File: src/rtl/ccp_pkg.sv
`timescale 1ns/1ps
package ccp_pkg;
  localparam int MODE_W   = 6;
  localparam int MB_RISE  = 0;
  localparam int MB_FALL  = 1;
  localparam int MB_MATCH = 2;
  localparam int MB_TOG   = 3;
  localparam int MB_PWM   = 4;
  localparam int MB_CMP   = 5;

  typedef enum logic [1:0] {
    ADR_MODE  = 2'd0,
    ADR_CAPLO = 2'd1,
    ADR_CAPHI = 2'd2,
    ADR_FLAG  = 2'd3
  } ccp_adr_e;
endpackage

File: src/rtl/ccp_edge.sv
`timescale 1ns/1ps
module ccp_edge #(
  parameter int SYNC_STAGES = 2
) (
  input  logic clk_i,
  input  logic rst_ni,
  input  logic pin_i,
  input  logic clr_i,
  input  logic take_i,
  output logic rise_o,
  output logic fall_o
);
  // sh_q[SYNC_STAGES-1] is the synchronised pin, sh_q[SYNC_STAGES] its previous value
  logic [SYNC_STAGES:0] sh_q;
  logic sync_cur, sync_prev, rise_ev, fall_ev;
  logic rise_q, fall_q;

  always_ff @(posedge clk_i or negedge rst_ni) begin
    if (!rst_ni) sh_q <= '0;
    else         sh_q <= {sh_q[SYNC_STAGES-1:0], pin_i};
  end

  assign sync_cur  = sh_q[SYNC_STAGES-1];
  assign sync_prev = sh_q[SYNC_STAGES];
  assign rise_ev   = sync_cur & ~sync_prev;
  assign fall_ev   = ~sync_cur & sync_prev;

  always_ff @(posedge clk_i or negedge rst_ni) begin
    if (!rst_ni) begin
      rise_q <= 1'b0;
      fall_q <= 1'b0;
    end else if (clr_i) begin
      rise_q <= 1'b0;
      fall_q <= 1'b0;
    end else begin
      if (take_i) begin
        rise_q <= 1'b0;
        fall_q <= 1'b0;
      end
      if (rise_ev) rise_q <= 1'b1;
      if (fall_ev) fall_q <= 1'b1;
    end
  end

  assign rise_o = rise_q;
  assign fall_o = fall_q;


  pend_clr_chk: assert property (@(posedge clk_i) disable iff (!rst_ni)
    clr_i |=> (!rise_o && !fall_o));
endmodule

File: src/rtl/ccp_cmp.sv
`timescale 1ns/1ps
module ccp_cmp #(
  parameter int CNT_W   = 16,
  parameter bit WDT_CAP = 1'b1
) (
  input  logic             clk_i,
  input  logic             rst_ni,
  input  logic [CNT_W-1:0] cnt_i,
  input  logic [CNT_W-1:0] cmp_i,
  input  logic             arm_i,
  input  logic             adv_i,
  input  logic             tog_en_i,
  input  logic             wdt_en_i,
  output logic             flag_set_o,
  output logic             tog_o,
  output logic             wdt_rst_o
);
  logic hit, wdt_sel;
  logic tog_q, wdt_q;

  assign hit = arm_i & adv_i & (cnt_i == cmp_i);

  generate
    if (WDT_CAP) begin : g_wdt
      assign wdt_sel = wdt_en_i;
    end else begin : g_no_wdt
      assign wdt_sel = 1'b0;
    end
  endgenerate

  assign flag_set_o = hit & ~wdt_sel;

  always_ff @(posedge clk_i or negedge rst_ni) begin
    if (!rst_ni) begin
      tog_q <= 1'b0;
      wdt_q <= 1'b0;
    end else begin
      wdt_q <= hit & wdt_sel;
      if (hit && !wdt_sel && tog_en_i) tog_q <= ~tog_q;
    end
  end

  assign tog_o     = tog_q;
  assign wdt_rst_o = wdt_q;


  tog_flip_chk: assert property (@(posedge clk_i) disable iff (!rst_ni)
    (hit && !wdt_sel && tog_en_i) |=> (tog_o != $past(tog_o)));

  tog_hold_chk: assert property (@(posedge clk_i) disable iff (!rst_ni)
    !hit |=> $stable(tog_o));

  wdt_req_chk: assert property (@(posedge clk_i) disable iff (!rst_ni)
    (hit && wdt_sel) |=> wdt_rst_o);

  wdt_quiet_chk: assert property (@(posedge clk_i) disable iff (!rst_ni)
    !(hit && wdt_sel) |=> !wdt_rst_o);
endmodule

File: src/rtl/ccp_pwm.sv
`timescale 1ns/1ps
module ccp_pwm #(
  parameter int DUTY_W = 8
) (
  input  logic              pwm_en_i,
  input  logic [DUTY_W-1:0] cnt_lo_i,
  input  logic [DUTY_W-1:0] duty_i,
  input  logic              tog_i,
  output logic              pin_o
);
  always_comb begin
    if (pwm_en_i) pin_o = (cnt_lo_i < duty_i) ? 1'b0 : 1'b1;
    else          pin_o = tog_i;
  end
endmodule

File: src/rtl/ccp_chan.sv
`timescale 1ns/1ps
module ccp_chan
  import ccp_pkg::*;
#(
  parameter int CNT_W       = 16,
  parameter int SYNC_STAGES = 2,
  parameter bit WDT_CAP     = 1'b1
) (
  input  logic               clk_i,
  input  logic               rst_ni,
  input  logic [CNT_W-1:0]   cnt_i,
  input  logic               cnt_adv_i,
  input  logic               wrap_i,
  input  logic               pin_i,
  input  logic               wdt_en_i,
  input  logic               wr_en_i,
  input  logic [1:0]         wr_addr_i,
  input  logic [CNT_W/2-1:0] wr_data_i,
  input  logic [1:0]         rd_addr_i,
  output logic [CNT_W/2-1:0] rd_data_o,
  output logic               pin_o,
  output logic               flag_o,
  output logic               wdt_rst_o
);
  localparam int BYTE_W = CNT_W / 2;

  logic [MODE_W-1:0] mode_q;
  logic [BYTE_W-1:0] cap_lo_q, cap_hi_q;
  logic              flag_q;

  logic wr_mode, wr_lo, wr_hi, wr_flag, mode_chg, arm_mode;
  logic rise_pend, fall_pend, cap_go;
  logic match_set, tog, set_ev;

  assign wr_mode  = wr_en_i && (wr_addr_i == ADR_MODE);
  assign wr_lo    = wr_en_i && (wr_addr_i == ADR_CAPLO);
  assign wr_hi    = wr_en_i && (wr_addr_i == ADR_CAPHI);
  assign wr_flag  = wr_en_i && (wr_addr_i == ADR_FLAG);
  assign mode_chg = wr_mode && (wr_data_i[MODE_W-1:0] != mode_q);
  assign arm_mode = mode_q[MB_MATCH] | mode_q[MB_TOG];

  ccp_edge #(.SYNC_STAGES(SYNC_STAGES)) i_edge (
    .clk_i  (clk_i),
    .rst_ni (rst_ni),
    .pin_i  (pin_i),
    .clr_i  (mode_chg),
    .take_i (cap_go),
    .rise_o (rise_pend),
    .fall_o (fall_pend)
  );

  // capture suppressed in the cycle a mode change discards pending edges
  assign cap_go = ~mode_chg &
                  ((rise_pend & mode_q[MB_RISE]) | (fall_pend & mode_q[MB_FALL]));

  ccp_cmp #(.CNT_W(CNT_W), .WDT_CAP(WDT_CAP)) i_cmp (
    .clk_i      (clk_i),
    .rst_ni     (rst_ni),
    .cnt_i      (cnt_i),
    .cmp_i      ({cap_hi_q, cap_lo_q}),
    .arm_i      (mode_q[MB_CMP]),
    .adv_i      (cnt_adv_i),
    .tog_en_i   (mode_q[MB_TOG]),
    .wdt_en_i   (wdt_en_i),
    .flag_set_o (match_set),
    .tog_o      (tog),
    .wdt_rst_o  (wdt_rst_o)
  );

  ccp_pwm #(.DUTY_W(BYTE_W)) i_pwm (
    .pwm_en_i (mode_q[MB_PWM]),
    .cnt_lo_i (cnt_i[BYTE_W-1:0]),
    .duty_i   (cap_lo_q),
    .tog_i    (tog),
    .pin_o    (pin_o)
  );

  assign set_ev = cap_go | match_set;

  always_ff @(posedge clk_i or negedge rst_ni) begin
    if (!rst_ni) begin
      mode_q <= '0;
    end else if (wr_mode) begin
      mode_q <= wr_data_i[MODE_W-1:0];
    end else if (wr_lo && arm_mode) begin
      mode_q[MB_CMP] <= 1'b0;
    end else if (wr_hi && arm_mode) begin
      mode_q[MB_CMP] <= 1'b1;
    end
  end

  // priority: software write, then capture, then PWM reload
  always_ff @(posedge clk_i or negedge rst_ni) begin
    if (!rst_ni) begin
      cap_lo_q <= '0;
      cap_hi_q <= '0;
    end else begin
      if (wr_lo)                         cap_lo_q <= wr_data_i;
      else if (cap_go)                   cap_lo_q <= cnt_i[BYTE_W-1:0];
      else if (mode_q[MB_PWM] && wrap_i) cap_lo_q <= cap_hi_q;
      if (wr_hi)       cap_hi_q <= wr_data_i;
      else if (cap_go) cap_hi_q <= cnt_i[CNT_W-1:BYTE_W];
    end
  end

  always_ff @(posedge clk_i or negedge rst_ni) begin
    if (!rst_ni)                       flag_q <= 1'b0;
    else if (set_ev)                   flag_q <= 1'b1;
    else if (wr_flag && !wr_data_i[0]) flag_q <= 1'b0;
  end

  assign flag_o = flag_q;

  always_comb begin
    unique case (rd_addr_i)
      ADR_MODE:  rd_data_o = {{(BYTE_W-MODE_W){1'b0}}, mode_q};
      ADR_CAPLO: rd_data_o = cap_lo_q;
      ADR_CAPHI: rd_data_o = cap_hi_q;
      default:   rd_data_o = {{(BYTE_W-1){1'b0}}, flag_q};
    endcase
  end


  cap_take_chk: assert property (@(posedge clk_i) disable iff (!rst_ni)
    (cap_go && !wr_lo && !wr_hi) |=> ({cap_hi_q, cap_lo_q} == $past(cnt_i)));

  disarm_chk: assert property (@(posedge clk_i) disable iff (!rst_ni)
    (wr_lo && arm_mode) |=> !mode_q[MB_CMP]);

  arm_chk: assert property (@(posedge clk_i) disable iff (!rst_ni)
    (wr_hi && arm_mode) |=> mode_q[MB_CMP]);

  pwm_reload_chk: assert property (@(posedge clk_i) disable iff (!rst_ni)
    (mode_q[MB_PWM] && wrap_i && !wr_lo && !cap_go) |=> (cap_lo_q == $past(cap_hi_q)));

  flag_set_chk: assert property (@(posedge clk_i) disable iff (!rst_ni)
    set_ev |=> flag_o);

  flag_clr_chk: assert property (@(posedge clk_i) disable iff (!rst_ni)
    (wr_flag && !wr_data_i[0] && !set_ev) |=> !flag_o);
endmodule

File: config.mk
export PLATFORM = sky130hd
export DESIGN_NAME = ccp_chan
export DESIGN_NICKNAME = d
export VERILOG_FILES = /design/src/rtl/ccp_pkg.sv /design/src/rtl/ccp_edge.sv /design/src/rtl/ccp_cmp.sv /design/src/rtl/ccp_pwm.sv /design/src/rtl/ccp_chan.sv
export SDC_FILE = /design/constraint.sdc
export NUM_CORES = 1
export LEC_CHECK = 0
export CAP_MARGIN = 5
export CELL_PAD_IN_SITES_DETAIL_PLACEMENT = 0
export CELL_PAD_IN_SITES_GLOBAL_PLACEMENT = 1
export CORE_MARGIN = 1.5
export CORE_UTILIZATION = 43
export DETAILED_ROUTE_END_ITERATION = 16
export DONT_BUFFER_PORTS = 1
export PLACE_DENSITY_LB_ADDON = 0.25
export SLEW_MARGIN = 20
export SYNTH_ARGS = -nofsm -noshare
export SYNTH_HDL_FRONTEND = slang
export SYNTH_SLANG_ARGS = --single-unit
export TNS_END_PERCENT = 50
File: constraint.sdc
create_clock -name clk_i -period 1.5 [get_ports clk_i]
set_input_delay 0 -clock clk_i [delete_from_list [all_inputs] [get_ports clk_i]]
set_output_delay 0 -clock clk_i [all_outputs]
set_load 0.05 [all_outputs]
Word-level counts from Yosys, hierarchy flattened. Index checks and enable logic that the tools add are counted.

Flip-flop bits (word level): 30. Latch bits: 0. Memory bits (writable): 0. Memory bits (read-only): 0. Bits of input ports: 35. Output and inout port bits: 11. Word-level logic and storage cells: 74. Memories: 0.

$add $sub $neg: 0. Multipliers: 0. Divide/modulo/power cells: 0. Order comparisons: 1. Equal/unequal tests: 7. Shift operators: 0. Multiplexer cells: 18. Bitwise operators: 17. Reduce and logical (&&, ||, !) cells: 21.

Operators by type and width (number): $mux 8 (5); $pmux 8 s3 (1); $eq 16x16->1 (1); $mux 1 (12); $reduce_bool 3->1 (4); $logic_and 1x1->1 (11); $and 1x1->1 (9); $lt 8x8->1 (1); $eq 2x2->1 const B (3); $ne 6x6->1 (1); $not 1->1 (5); $eq 2x1->1 const B (2); $logic_not 2->1 (2); $reduce_bool 2->1 (2); $or 1x1->1 (3); $logic_not 1->1 (2).

Depth between registers and ports, before layout.
Word-level depth: 8. Depth in mapped cells: 7. Mapped depth without buffers: 7.

Hierarchy. A second synthesis with hierarchy kept.

Cell total of the unflattened synthesis: 221. Area total of the unflattened synthesis: 2130.8 µm².

By module, submodules not included: ccp_chan (times used 1, cells an instance 153, area each 1472.7 µm², seq. area each 575.6 µm²); ccp_cmp (times used 1, cells an instance 33, area each 291.5 µm², seq. area each 50.0 µm²); ccp_pwm (times used 1, cells an instance 24, area each 191.4 µm², seq. area each 0.0 µm²); ccp_edge (times used 1, cells an instance 11, area each 175.2 µm², seq. area each 125.1 µm²).

Worst setup path after synthesis. OpenSTA, ideal clock, no wires.

Path type: register to output. From: register cap_lo_q[1]. To: output pin_o. Arrival time: 1989 ps. Data required time: 1500 ps. Path slack: -489 ps. Cell stages (with the launch flop): 8. Path buffers: 0. Cell sequence: dfrtp_1 > inv_1 > ha_1 > nor2b_1 > o211ai_1 > a21oi_1 > o211ai_1 > a31oi_1.

Word-level cells in the longest chain between the ends: 3.

Ends and longest elaborated chain: start, declared (RTL line ccp_chan.sv:28) `logic [BYTE_W-1:0] cap_lo_q, cap_hi_q;`; start signal, assigned (RTL line ccp_chan.sv:98) `if (wr_lo) cap_lo_q <= wr_data_i;`; start signal, assigned (RTL line ccp_chan.sv:99) `else if (cap_go) cap_lo_q <= cnt_i[BYTE_W-1:0];`; start signal, assigned (RTL line ccp_chan.sv:100) `else if (mode_q[MB_PWM] && wrap_i) cap_lo_q <= cap_hi_q;`; $lt 8x8->1 (RTL line ccp_pwm.sv:12) `if (pwm_en_i) pin_o = (cnt_lo_i < duty_i) ? 1'b0 : 1'b1;`; $mux 1 (2 in a row) (RTL line ccp_pwm.sv:12); end, declared (RTL line ccp_chan.sv:21) `output logic pin_o,`.

No other way between the ends.

Worst setup path in the final report. Same ends and word-level chain as after synthesis.

==> key figures <==
Outcome
  • Run status: complete, but fails checks
  • Failing checks: setup timing

Min path
  • Hold WC Path Type: in -> reg
  • Hold endpoint: cap_lo_q[5]
  • Worst hold start: wr_data_i[5]
  • WHS Path Cells: 2

Clock tree
  • CTS tree: yes
  • CTS Buf Count: 5
  • Clk sink count: 30
  • Clock Tree Buf Depth: 2
  • Root Driver: clkbuf_8
  • CTS clk-pin slew, worst paths: ~0.06 ns
  • Worst-Skew Late Latency: roughly 0.28 ns
  • CTS HTree Levels: 2

Final layout
  • Synthesis-to-layout area growth: 48.5%
  • Share of cells above drive strength 1: 0.324
  • Leading cell type in the layout, fill and taps excluded: buf_4
  • Most frequent cells in the layout: buf_4 (50), dfrtp_1 (28), nor2_1 (24)
  • Layout Nets: approximately 360
  • N_diodes: 0
  • Final core utilization: 0.666

Drt
  • M1 WL: 2.98 mm
  • Antenna Nets Post-Route: 0
  • Met2 wire len: 3.12 mm
  • Iteration count of the initial detailed-routing pass: 4
  • Top sig layer: met4
  • Routed len/inst: roughly 18 um
  • DRC: 0
  • DRC marker count from the first detailed-route iteration: 221
  • Total wire length: 6.79 mm
  • Vias: 2114
  • Via/cell ratio: 5.58
  • WL met3: 528 um

Timing
  • Least-Margin Pin Slew: 0.570 ns
  • Slew margin rel.: 0.619
  • Post-route setup slack: -0.352 ns
  • Final Hold Viols: 0
  • Highest Clock Rate: ~540 MHz
  • Hold Worst Slack: 0.00707 ns
  • Max Slew Vio Count: 0
  • Setup violations, final: 20
  • Setup skew after layout: roughly 0.0035 ns
  • Setup Total Neg Slack: -3.58 ns
  • RSZ-0062 raised after global routing: true
  • Final period util: 1.23
  • Post-layout min period: 1.85 ns

Floorplanning
  • Die W: 73.2 um
  • Die ar.: 5360 sq um
  • Starting Density: 0.449
  • Row count: 25
  • Core Footprint: 4720 sq um
  • Die Ht: 73.2 um
  • Number of top-level pins: 46

Synth
  • Compound-Gate Fraction of Synth Area: 0.215
  • Net Count, Synth: 276
  • Avg Cell Area, Syn: 9.10 sq um
  • Post-synth ARST share: 1.00
  • Sequential element share of the synthesized area: 0.354
  • Simple-gate area share of the yosys netlist: 0.163
  • Cells after synthesis: 233
  • Synth Area in Adders: 0.0472
  • #FFs+latches synth: 30
  • Largest family of logic cells by synthesized area: compound AO/OA/AOI/OAI gates
  • Post-Syn Area: 2120 sq um
  • Synth Area in XOR/XNOR: 0.0620
  • Mux cell area share after synthesis: 0.0986
  • Post-synth EDFFs: 0
  • YS warnings: 0
  • Main synth FF type: dfrtp_1
  • Synth unique cells: 43

Setup path
  • Reg2Reg Launch Point: mode_q[1]
  • Endpoint kind of the worst setup timing path: output pin
  • Worst path top cell family by delay: compound AO/OA/AOI/OAI gates
  • Worst path cell trace: inv_2 > ha_4 > nor2b_4 > o211ai_1 > a21oi_1 > o211ai_1 > a31oi_4 > buf_12
  • Buf/Inv on CP: 2
  • Worst path most repeated cell: o211ai_1
  • CP max stage delay: 0.39 ns
  • Worst EP arrival: 1.85 ns
  • R2R setup slack: -0.25 ns
  • CP Data Required Time: roughly 1.5 ns
  • R2R depth: 8
  • Slowest cell on crit path: dfrtp_1
  • Critical path type: reg -> out
  • CP max FO: 2
  • Critical path depth: 8
  • R2R Path End: cap_lo_q[7]
  • Kind of start point of the critical path: flop

Power
  • Sw frac: 0.398
  • Internal power: 2.72 mW
  • Max VDD drop: 0.000711 V
  • Comb power frac: 0.596
  • Total power per unit cell area: 1440 nW/um^2
  • Seq pwr share: 0.266
  • Leakage: 1.40 nW
  • Sw Pwr: around 1.8 mW
  • Pwr Total: 4.53 mW
  • Clock network power share: 0.137

Place
  • GPL Wtd Cong: 0.861
  • I/O Buffers: 0
  • Post-detail-place hpwl: about 4.8 mm

Global route
  • Total track usage: 0.253
  • Initial antenna violation count: 0
  • Total grt overflow: 0
  • Vias in the first global route: between 2000 and 2500
  • First-pass GRT wire length: around 10 mm
  • Largest net degree at the start of global routing: 31

Job
  • Max-cap violation count: 0
routing by layer:
metal	global-route usage	vias to the layer above
met5	0	-
met2	0.381	85
met1	0.364	1018
li1	-	996
met4	0.0797	0
met3	0.0511	15
repair_timing:
action / in CTS / in global routing
cloned: 0 / 1
setup buffers: 1 / 9
gates resized for setup: 9 / 33
hold endpoints to repair: 50 / 1
pin swaps: 10 / 15
hold buffers: 23 / 1
setup endpoints to repair: 19 / 22
area by class of cell:
type,instances,area [sq um]
multi-input cells,174,1430
flip-flops and latches,30,753
clock buffers,7,76.3
well taps,67,83.8
fillers,390,1580
inverters,19,71.3
repair buffers,82,733
cells in the mapped netlist (7+ instances only):
cell / count / share of area
a221oi_1: 7 / 0.029
nor2_1: 27 / 0.048
xor2_1: 9 / 0.037
ha_1: 8 / 0.047
inv_1: 19 / 0.034
o221ai_1: 9 / 0.037
a21oi_1: 12 / 0.028
nand2_1: 9 / 0.016
mux2i_1: 13 / 0.061
o21ai_0: 22 / 0.052
and2_1: 8 / 0.024
dfrtp_1: 30 / 0.35
power by group through the flow:
stage / Clock (mW) / Sequential (mW) / Combinational (mW)
4_1_cts: 0.623 / 1.19 / 2.37
2_1_floorplan: 0 / 1.26 / 1.27
6_report: 0.622 / 1.21 / 2.70
3_3_place_gp: 0 / 1.19 / 2.19
3_5_place_dp: 0 / 1.20 / 2.20
5_1_grt: 0.649 / 1.23 / 2.93
state kept, by name, indices dropped and copies added (netlist names):
register         count
i_cmp.tog_o          1
cap_hi_q             8
i_edge.sh_q          3
i_cmp.wdt_rst_o      1
flag_o               1
mode_q               6
cap_lo_q             8
i_edge.rise_o        1
i_edge.fall_o        1
logic make-up after synthesis:
| group | count (synthesis) |
|---|---|
| buffers and inverters | 29 |
| AND/OR/NAND/NOR | 64 |
| flip-flops | 30 |
| multiplexers | 19 |
| AO/OA/AOI/OAI | 68 |
| adder cells (fa/ha/maj) | 8 |
| XOR/XNOR | 15 |
worst reg2reg max path, cell delays in order, from the launching register on:
cell,delay (ns)
dfrtp_2,0.45
buf_6,0.13
a222oi_1,0.35
buf_4,0.20
buf_6,0.12
and2_4,0.15
a211o_1,0.11
o221ai_2,0.08
o221ai_1,0.08
stage by stage:
stage	setup slack [ns]	cells	area (sq um)
2_1_floorplan	-0.111	233	2140
3_3_place_gp	-0.258	338	2550
3_5_place_dp	-0.272	338	2550
4_1_cts	-0.376	369	2930
5_1_grt	-0.415	379	3150
6_report	-0.352	379	3150
worst max-delay path by stage:
stage	slack, ns	end	from
floorplan	-0.11	cap_lo_q[4]	mode_q[0]
global placement	-0.26	cap_hi_q[7]	mode_q[2]
detailed placement	-0.27	cap_hi_q[0]	mode_q[2]
CTS	-0.38	pin_o	cap_lo_q[1]
global route	-0.41	pin_o	cap_lo_q[1]
finish	-0.35	pin_o	cap_lo_q[1]
No activity file was read; power rests on OpenSTA's default activity.
